File: config.mk
export PLATFORM = sky130hd
export DESIGN_NAME = cipher_loader
export DESIGN_NICKNAME = d
export VERILOG_FILES = /design/src/rtl/cl_pkg.sv /design/src/rtl/cl_prog_rom.sv /design/src/rtl/cl_serializer.sv /design/src/rtl/cl_packer.sv /design/src/rtl/cipher_loader.sv
export SDC_FILE = /design/constraint.sdc
export NUM_CORES = 1
export LEC_CHECK = 0
export ABC_AREA = 1
export BUFFER_PORTS_ARGS = -buffer_cell sky130_fd_sc_hd__clkbuf_2
export CAP_MARGIN = 20
export CORE_MARGIN = 1.5
export CORE_UTILIZATION = 32
export CTS_CLUSTER_SIZE = 10
export DETAILED_ROUTE_END_ITERATION = 8
export MAX_ROUTING_LAYER = met4
export PLACE_DENSITY_LB_ADDON = 0.2
export SETUP_SLACK_MARGIN = 0.1
export SLEW_MARGIN = 40
export SYNTH_ARGS = -nofsm -noshare
export SYNTH_HDL_FRONTEND = slang
export SYNTH_SLANG_ARGS = --single-unit
File: constraint.sdc
create_clock -name clk -period 7.85 [get_ports clk]
set_input_delay 0 -clock clk [delete_from_list [all_inputs] [get_ports clk]]
set_output_delay 0 -clock clk [all_outputs]
set_load 0.02 [all_outputs]
File: src/rtl/cl_pkg.sv
package cl_pkg;

  typedef enum logic [1:0] {
    HDR_DATA = 2'b00,
    HDR_KEY  = 2'b01,
    HDR_CTRL = 2'b10
  } hdr_t;

  typedef enum logic [2:0] {
    S_IDLE, S_CTRL, S_PROG, S_XFER, S_START, S_RUN, S_READ
  } ld_state_t;

  localparam int PROG_MUL_IDX  = 37;
  localparam int PROG_MUL_CODE = 85;
  localparam int PROG_OFS      = 3;

  // program image byte i for cipher c, computed instead of stored
  function automatic logic [7:0] prog_byte(input int c, input int i);
    int v;
    v = PROG_MUL_IDX * i + PROG_MUL_CODE * c + PROG_OFS;
    return v[7:0];
  endfunction

endpackage

File: src/rtl/cl_prog_rom.sv
module cl_prog_rom #(
  parameter int CODE_W   = 4,
  parameter int PROG_LEN = 16,
  localparam int PA_W    = $clog2(PROG_LEN)
) (
  input  logic              clk,
  input  logic              rst,
  input  logic              en,
  input  logic [CODE_W-1:0] code,
  input  logic [PA_W-1:0]   idx,
  output logic              pm_we,
  output logic [PA_W-1:0]   pm_addr,
  output logic [7:0]        pm_data
);
  import cl_pkg::*;

  // registered read, one program byte per cycle
  always_ff @(posedge clk) begin
    if (rst) begin
      pm_we   <= 1'b0;
      pm_addr <= '0;
      pm_data <= '0;
    end else begin
      pm_we   <= en;
      pm_addr <= idx;
      pm_data <= prog_byte(int'(code), int'(idx));
    end
  end


  prog_addr_step_chk: assert property (@(posedge clk) disable iff (rst)
    (pm_we && $past(pm_we)) |-> (pm_addr == $past(pm_addr) + PA_W'(1)));

endmodule

File: src/rtl/cl_serializer.sv
module cl_serializer #(
  parameter int WORD_W    = 32,
  parameter int BLK_BYTES = 16,
  localparam int WPB      = WORD_W / 8,
  localparam int XBYTES   = 2 * BLK_BYTES,
  localparam int NWORDS   = XBYTES / WPB,
  localparam int DA_W     = $clog2(XBYTES),
  localparam int SC_W     = $clog2(WPB + 1),
  localparam int WC_W     = $clog2(NWORDS + 1)
) (
  input  logic              clk,
  input  logic              rst,
  input  logic              clear,
  input  logic              active,
  input  logic              ctrl_send,
  input  logic [7:0]        ctrl_byte,
  input  logic              wr_valid,
  input  logic [WORD_W-1:0] wr_word,
  output logic              wr_ready,
  output logic              bt_valid,
  output logic [1:0]        bt_hdr,
  output logic [DA_W-1:0]   bt_addr,
  output logic [7:0]        bt_data,
  output logic              last_launch
);
  import cl_pkg::*;

  logic [WORD_W-1:0] sh;
  logic [SC_W-1:0]   sh_cnt;
  logic [WC_W-1:0]   wcnt;
  logic [DA_W-1:0]   xidx;
  logic              emit, take, is_key;

  assign emit        = (sh_cnt != '0);
  assign wr_ready    = active && (wcnt != WC_W'(NWORDS)) && (sh_cnt <= SC_W'(1));
  assign take        = wr_ready && wr_valid;
  assign is_key      = (xidx < DA_W'(BLK_BYTES));
  assign last_launch = emit && (xidx == DA_W'(XBYTES - 1));

  always_ff @(posedge clk) begin
    if (rst || clear) begin
      sh_cnt   <= '0;
      wcnt     <= '0;
      xidx     <= '0;
      bt_valid <= 1'b0;
      bt_hdr   <= HDR_DATA;
      bt_addr  <= '0;
      bt_data  <= '0;
      sh       <= '0;
    end else begin
      bt_valid <= ctrl_send || emit;
      if (ctrl_send) begin
        bt_hdr  <= HDR_CTRL;
        bt_addr <= '0;
        bt_data <= ctrl_byte;
      end else if (emit) begin
        bt_hdr  <= is_key ? HDR_KEY : HDR_DATA;
        bt_addr <= is_key ? xidx + DA_W'(BLK_BYTES) : xidx - DA_W'(BLK_BYTES);
        bt_data <= sh[WORD_W-1 -: 8];
        xidx    <= xidx + DA_W'(1);
      end
      if (take) begin
        sh     <= wr_word;
        sh_cnt <= SC_W'(WPB);
        wcnt   <= wcnt + WC_W'(1);
      end else if (emit) begin
        sh     <= sh << 8;
        sh_cnt <= sh_cnt - SC_W'(1);
      end
    end
  end


  key_region_chk: assert property (@(posedge clk) disable iff (rst)
    (bt_valid && bt_hdr == HDR_KEY) |-> (bt_addr >= DA_W'(BLK_BYTES)));


  data_region_chk: assert property (@(posedge clk) disable iff (rst)
    (bt_valid && bt_hdr == HDR_DATA) |-> (bt_addr < DA_W'(BLK_BYTES)));

endmodule

File: src/rtl/cl_packer.sv
module cl_packer #(
  parameter int WORD_W    = 32,
  parameter int BLK_BYTES = 16,
  localparam int WPB      = WORD_W / 8,
  localparam int NW       = BLK_BYTES / WPB,
  localparam int RA_W     = $clog2(BLK_BYTES),
  localparam int RC_W     = $clog2(BLK_BYTES + 1),
  localparam int BC_W     = $clog2(WPB),
  localparam int WC_W     = $clog2(NW + 1)
) (
  input  logic              clk,
  input  logic              rst,
  input  logic              start,
  output logic [RA_W-1:0]   dm_raddr,
  input  logic [7:0]        dm_rdata,
  output logic              res_valid,
  output logic [WORD_W-1:0] res_word,
  output logic              res_last
);

  logic              issuing, rq_v, mv;
  logic [RC_W-1:0]   rcnt;
  logic [BC_W-1:0]   bcnt;
  logic [WC_W-1:0]   wcnt;
  logic [WORD_W-9:0] acc;

  always_ff @(posedge clk) begin
    if (rst) begin
      issuing   <= 1'b0;
      rq_v      <= 1'b0;
      mv        <= 1'b0;
      rcnt      <= '0;
      bcnt      <= '0;
      wcnt      <= '0;
      acc       <= '0;
      dm_raddr  <= '0;
      res_valid <= 1'b0;
      res_last  <= 1'b0;
      res_word  <= '0;
    end else begin
      rq_v      <= issuing;
      mv        <= rq_v;
      res_valid <= 1'b0;
      res_last  <= 1'b0;
      if (start) begin
        issuing <= 1'b1;
        rcnt    <= '0;
        bcnt    <= '0;
        wcnt    <= '0;
      end else if (issuing) begin
        dm_raddr <= rcnt[RA_W-1:0];
        rcnt     <= rcnt + RC_W'(1);
        if (rcnt == RC_W'(BLK_BYTES - 1)) issuing <= 1'b0;
      end
      if (mv) begin
        acc  <= {acc[WORD_W-17:0], dm_rdata};
        bcnt <= bcnt + BC_W'(1);
        if (bcnt == BC_W'(WPB - 1)) begin
          res_valid <= 1'b1;
          res_word  <= {acc, dm_rdata};
          wcnt      <= wcnt + WC_W'(1);
          res_last  <= (wcnt == WC_W'(NW - 1));
        end
      end
    end
  end


  word_spacing_chk: assert property (@(posedge clk) disable iff (rst)
    res_valid |=> !res_valid);

endmodule

File: src/rtl/cipher_loader.sv
module cipher_loader #(
  parameter int CODE_W      = 4,
  parameter int WORD_W      = 32,
  parameter int BLK_BYTES   = 16,
  parameter int PROG_LEN    = 16,
  parameter int NUM_CIPHERS = 3,
  localparam int PA_W       = $clog2(PROG_LEN),
  localparam int DA_W       = $clog2(2 * BLK_BYTES),
  localparam int RA_W       = $clog2(BLK_BYTES)
) (
  input  logic              clk,
  input  logic              rst,
  input  logic              cmd_valid,
  input  logic [CODE_W-1:0] cmd_code,
  input  logic              wr_valid,
  input  logic [WORD_W-1:0] wr_word,
  output logic              wr_ready,
  output logic              busy,
  output logic              err,
  output logic              pm_we,
  output logic [PA_W-1:0]   pm_addr,
  output logic [7:0]        pm_data,
  output logic              bt_valid,
  output logic [1:0]        bt_hdr,
  output logic [DA_W-1:0]   bt_addr,
  output logic [7:0]        bt_data,
  output logic              core_start,
  input  logic              core_done,
  output logic [RA_W-1:0]   dm_raddr,
  input  logic [7:0]        dm_rdata,
  output logic              res_valid,
  output logic [WORD_W-1:0] res_word
);
  import cl_pkg::*;

  localparam logic [CODE_W-1:0] NONE = {CODE_W{1'b1}};

  ld_state_t         state;
  logic [CODE_W-1:0] code_q, resident;
  logic [PA_W-1:0]   pidx;
  logic              code_ok, accept, last_launch, res_last, pk_start;

  assign code_ok  = (cmd_code < CODE_W'(NUM_CIPHERS));
  assign accept   = (state == S_IDLE) && cmd_valid && code_ok;
  assign pk_start = (state == S_RUN) && core_done;
  assign busy     = (state != S_IDLE);

  always_ff @(posedge clk) begin
    if (rst) begin
      state      <= S_IDLE;
      code_q     <= '0;
      resident   <= NONE;
      pidx       <= '0;
      err        <= 1'b0;
      core_start <= 1'b0;
    end else begin
      err        <= 1'b0;
      core_start <= 1'b0;
      unique case (state)
        S_IDLE: begin
          if (accept) begin
            code_q <= cmd_code;
            state  <= S_CTRL;
          end else if (cmd_valid) begin
            err <= 1'b1;
          end
        end
        S_CTRL: begin
          pidx  <= '0;
          state <= (code_q == resident) ? S_XFER : S_PROG;
        end
        S_PROG: begin
          pidx <= pidx + PA_W'(1);
          if (pidx == PA_W'(PROG_LEN - 1)) begin
            resident <= code_q;
            state    <= S_XFER;
          end
        end
        S_XFER:  if (last_launch) state <= S_START;
        S_START: begin
          core_start <= 1'b1;
          state      <= S_RUN;
        end
        S_RUN:   if (core_done) state <= S_READ;
        S_READ:  if (res_last) state <= S_IDLE;
        default: state <= S_IDLE;
      endcase
    end
  end

  cl_prog_rom #(.CODE_W(CODE_W), .PROG_LEN(PROG_LEN)) u_rom (
    .clk(clk), .rst(rst), .en(state == S_PROG), .code(code_q), .idx(pidx),
    .pm_we(pm_we), .pm_addr(pm_addr), .pm_data(pm_data)
  );

  cl_serializer #(.WORD_W(WORD_W), .BLK_BYTES(BLK_BYTES)) u_ser (
    .clk(clk), .rst(rst), .clear(accept), .active(state == S_XFER),
    .ctrl_send(state == S_CTRL), .ctrl_byte(8'(code_q)),
    .wr_valid(wr_valid), .wr_word(wr_word), .wr_ready(wr_ready),
    .bt_valid(bt_valid), .bt_hdr(bt_hdr), .bt_addr(bt_addr), .bt_data(bt_data),
    .last_launch(last_launch)
  );

  cl_packer #(.WORD_W(WORD_W), .BLK_BYTES(BLK_BYTES)) u_pack (
    .clk(clk), .rst(rst), .start(pk_start), .dm_raddr(dm_raddr),
    .dm_rdata(dm_rdata), .res_valid(res_valid), .res_word(res_word),
    .res_last(res_last)
  );


  bad_code_ignored_chk: assert property (@(posedge clk) disable iff (rst)
    err |-> !busy);


  prog_before_data_chk: assert property (@(posedge clk) disable iff (rst)
    pm_we |-> !bt_valid);


  start_after_last_byte_chk: assert property (@(posedge clk) disable iff (rst)
    core_start |-> ($past(bt_valid) && $past(bt_addr) == DA_W'(BLK_BYTES - 1)));


  start_pulse_chk: assert property (@(posedge clk) disable iff (rst)
    core_start |=> !core_start);


  result_in_read_chk: assert property (@(posedge clk) disable iff (rst)
    res_valid |-> (state == S_READ));

endmodule

* Word level (Yosys, flattened, before mapping) *
Index checks and enable logic that the tools add are counted.

operators by class
  $add $sub $neg = 11
  multipliers = 2
  order comparisons = 3
  equality and inequality tests = 18
  muxes and demuxes = 29
  bitwise gates (word level) = 5
  reductions and logical operators = 28

operators with widths
  kind                                             number
  2-to-1 mux 32 bit                                2
  2-to-1 mux 3 bit                                 10
  one-hot mux 3 bit (7 select lines)               1
  adder 5 x 1 -> 5 bit, second input constant      2
  AND reduction 2 bit                              5
  == test 3 x 2 -> 1 bit, second input constant    3
  == test 3 bit, second input constant             3
  adder 4 x 1 -> 4 bit, second input constant      2
  adder 8 x 3 -> 8 bit, second input constant      1
  adder 8 bit                                      1
  multiplier 6 x 4 -> 8 bit, first input constant  1
  multiplier 7 x 4 -> 8 bit, first input constant  1
  2-to-1 mux 1 bit                                 8
  2-to-1 mux 2 bit                                 4
  2-to-1 mux 4 bit                                 2
  one-hot mux 4 bit (2 select lines)               1
  nonzero test 2 bit                               4
  OR reduction 2 bit                               4
  logical AND 1 bit                                7
  inequality test 2 bit, second input constant     3
  nonzero test 3 bit                               2
  OR reduction 3 bit                               2
  adder 5 bit, second input constant               1
  == test 5 x 4 -> 1 bit, second input constant    1
  other kinds (19)                                 25

word-level totals
  bits in registers = 165
  logic and storage cells = 127

* Longest topological paths before layout *
  depth in word-level cells = 5
  mapped depth = 16
  gate-level depth less buffers = 16

* Modules after synthesis *
From an unflattened synthesis, not the netlist that was laid out.

unflattened totals
  cell total of the unflattened synthesis = 960
  area total of the unflattened synthesis = 7288.2 µm²

by module, submodules not included
  module         times used  cells an instance  area each (µm²)  sequential area each (µm²)
  cl_serializer  1           394                2701.3           1181.1
  cl_packer      1           315                2651.3           1501.4
  cl_prog_rom    1           113                972.2            260.2
  cipher_loader  1           138                963.4            340.3

* Least setup slack after synthesis *
No wires, ideal clock.

  path type = flip-flop to flip-flop
  from = register code_q[1]
  to = register u_rom.pm_data[7]
  setup time = 0.113 ns
  data arrival time = 2.822 ns
  path slack = 4.915 ns
  stages on the path, launching flop included = 14
  path buffers = 0
  cells stage by stage = dfxtp_1 -> ha_1 -> inv_1 -> fa_1 -> fa_1 -> inv_1 -> fa_1 -> ha_1 -> a21oi_1 -> o21ai_0 -> nor2_1 -> nand2_1 -> nand2_1 -> nor2_1

between the ends
  longest elaborated chain between the ends = 3

RTL lines
  what                       line                 source
  start: declaration         cipher_loader.sv:39  logic [CODE_W-1:0] code_q, resident;
  start signal: assignment   cipher_loader.sv:62  code_q <= cmd_code;
  multiplier 7 x 4 -> 8 bit  cl_pkg.sv:20         v = PROG_MUL_IDX * i + PROG_MUL_CODE * c + PROG_OFS;
  adder 8 bit                cl_pkg.sv:20
  adder 8 x 3 -> 8 bit       cl_pkg.sv:20
  end signal: assignment     cl_prog_rom.sv:26    pm_data <= prog_byte(int'(code), int'(idx));
  end: declaration           cl_prog_rom.sv:13    output logic [7:0] pm_data

No other way between the ends.
A chain may end at the register's enable or synchronous reset.

* Final worst setup path *
  from = register pidx[2]
  to = register u_rom.pm_data[6]

between the ends
  longest elaborated chain between the ends = 3

RTL lines
  what                       line                 source
  start: declaration         cipher_loader.sv:40  logic [PA_W-1:0] pidx;
  start signal: assignment   cipher_loader.sv:73  pidx <= pidx + PA_W'(1);
  multiplier 6 x 4 -> 8 bit  cl_pkg.sv:20
  adder 8 bit                cl_pkg.sv:20
  adder 8 x 3 -> 8 bit       cl_pkg.sv:20

No other way between the ends.

==> metrics.yaml <==
place:
  hpwl_um: 10910
  io_buffers: 118
  gp_congestion: 0.7632
  dpl-instance-area_sq_mm: 0.007843
  placed_cells: 1265
  pre_cts_ws_ns: 4.709
grt:
  grt_first_pass_wirelength_um: 27880
  overflow: 0
  grt_pass1_vias: 5602
  grtUsageTotal_pct: 15.14
  antenna_found_initial: 0
  grt_max_degree: 76
setup_path:
  r2r_start: "pidx[2]"
  crit_chain: "ha_1, ha_1, inv_1, fa_1, inv_1, ha_1, ha_1, fa_1, nand2_1, inv_1, o21ai_0, nand2_1, o21ai_0, a21oi_1"
  reg2reg_depth: 14
  crit_top_cell: "ha_1"
  crit_type: "reg2reg"
  crit_slowest_cell: "dfxtp_1"
  r2r-end: "u_rom.pm_data[6]"
  end_kind: "register"
  critical_path.startpoint: "pidx[2]"
  path_buf_inv: 3
  cpLargestDelayFamily: "adder cells"
  cp_max_fo: 8
  max_stage_delay_ns: 0.47
  r2r_slack_ns: 4.72
  timing.critical_path.depth: 14
  start_kind: "register"
  crit_arrival_ns: 3.46
  cp.required_ns: 8.17
timing:
  setup_viol: 0
  timing.final.ws_setup_ns: 4.715
  max_freq_mhz: 319.0
  period_share_pct: 39.93
  worst_slew_pin_slew_ns: 0.7530
  rsz0062_at_grt: "false"
  final.min_clock_period_ns: 3.135
  clock-skew-final_ns: 0.01484
  maxSlewHeadroom_pct: 49.49
  fin_setup_tns_ns: 0
  slew_violations: 0
  finalHoldViolCount: 0
cells_and_area:
  drive_above_1_share_pct: 18.47
  finalInstanceArea_sq_mm: 0.008886
  instances_no_fill: 1341
  final_common_cell: "nand2_1"
  final.fill_count: 2309
  fin_nets: 1137
  layout_common_cells: "nand2_1, dfxtp_1, clkbuf_2"
  post-route-util_pct: 40.72
  antennaDiodeCount: 0
  syn2layout_area_growth_pct: 24.90
power_and_ir_drop:
  p_per_area_mw_per_mm2: 257.0
  p_leak_uw: 0.003920
  ir_worst_vdd_mv: 0.1429
detailed_routing:
  drt-pass1-iter-count: 5
  drc: 0
  drtIter0Drc: 237
  wl_met2_um: 7446
  wl_met3_um: 586
  wl_met1_um: 8216
  wl_per_cell_um: 12.26
  vias: 6042
  routed_wl_um: 16440
  ant_nets: 0
  top_layer: "met4"
  vias_per_cell: 4.506
logic_synthesis:
  synth_flop_cell: "dfxtp_1"
  synth_async_sr_flop_share_pct: 0
  avgSynthCellArea_sq_um: 7.835
  synth_edf_count: 0
  syn-num-nets: 997
  syn_inst: 908
  synth-seq-cells: 164
  ys_seq_area_share_pct: 46.15
  synth_cell_types: 42
  yosys_warnings: 0
  syn-cell-area_sq_mm: 0.007114
clock_tree:
  cts_made_buffers: 17
  clkLatencyLatePin_ns: 0.44
  cts_hold_buf: 44
  cts_setup_buffers: 0
  numClockSinks: 164
  cts_tree: "yes"
  ctsLongestPathBuffers: 2
  clk_pin_slew_ns: 0.07
  root_buffer: "clkbuf_16"
  cts_htree_levels: 4
  ctsResizeCount: 0
floorplanning:
  die_area_sq_mm: 0.02314
  die_w_um: 152.1
  start_util_pct: 32.60
  core-area_sq_mm: 0.02182
  ios: 119
  die_y_um: 152.1
  rows: 54
run_status:
  status: "completed"
hold_path:
  hold_path.class: "in2reg"
  worstHoldPathCells: 2
  hp-start: "rst"
  min_to: "u_pack.mv"
run:
  maxCapViolCount: 0
[registers in the layout, summed over array words and instances (netlist names), 2 cells and up]
signal           cells
code_q               4
pidx                 4
resident             4
state                3
u_pack.acc          24
u_pack.bcnt          2
u_pack.dm_raddr      4
u_pack.rcnt          5
u_pack.res_word     32
u_pack.wcnt          3
u_rom.pm_addr        4
u_rom.pm_data        8
u_ser.bt_addr        5
u_ser.bt_data        8
u_ser.sh            32
u_ser.sh_cnt         3
u_ser.wcnt           4
u_ser.xidx           5
[layer usage]
metal  vias to the layer above  track usage, %
li1                       3194               -
met1                      2727           19.62
met2                       106           23.25
met3                        15           3.394
met4                         0           5.178
met5                         -               -
[synth_stat cells, types with 7 or more instances]
cell / count / share of area [%]
buf_2: 14 / 0.98
o21ai_2: 10 / 1.2
a21oi_1: 76 / 5.3
nand2_1: 168 / 8.9
nand3_1: 45 / 3.2
fa_1: 9 / 2.5
nor3_1: 7 / 0.49
clkbuf_1: 22 / 1.2
o21ai_0: 97 / 6.8
nor2_1: 74 / 3.9
nand2_2: 8 / 0.70
inv_1: 117 / 6.2
buf_6: 7 / 1.1
dfxtp_1: 164 / 46
ha_1: 31 / 5.5
[stage by stage]
stage          power (uW)  hold slack, ns
2_1_floorplan        1314          0.1031
3_3_place_gp         1446          0.2133
3_5_place_dp         1442          0.2106
4_1_cts              2319         0.05904
5_1_grt              2422         0.09603
6_report             2284         0.07620
[cell families after synthesis]
logic type,Yosys count,synth area share [%]
fa+ha+maj,40,7.984
xor+xnor,7,0.8618
flops,164,46.15
buf+inv,171,10.18
compound gates,208,15.97
simple gates,318,18.85
[where the power goes]
part           switching (uW)  internal, uW
Sequential               33.5           881
Clock                     387           463
Combinational             362           158
[worst max path at each step]
stage | to | slack (ns)
after floorplan | u_rom.pm_data[7] | 4.92
after global placement | u_rom.pm_data[6] | 4.74
after detailed placement | u_rom.pm_data[6] | 4.71
after CTS | u_rom.pm_data[6] | 4.70
after global routing | u_rom.pm_data[6] | 4.42
final | u_rom.pm_data[6] | 4.72
[final cells by class]
| class | instances | area (sq um) | share of cell area [%] |
|---|---|---|---|
| clock buffer | 18 | 439.2 | 4.942 |
| clock inverter | 14 | 162.7 | 1.830 |
| inverter | 124 | 466.7 | 5.252 |
| multi-input combinational | 573 | 3107 | 34.96 |
| sequential | 164 | 3284 | 36.96 |
| tap | 280 | 350.3 | 3.943 |
| timing repair buffer | 168 | 1076 | 12.11 |
No activity file was read; power rests on OpenSTA's default activity.
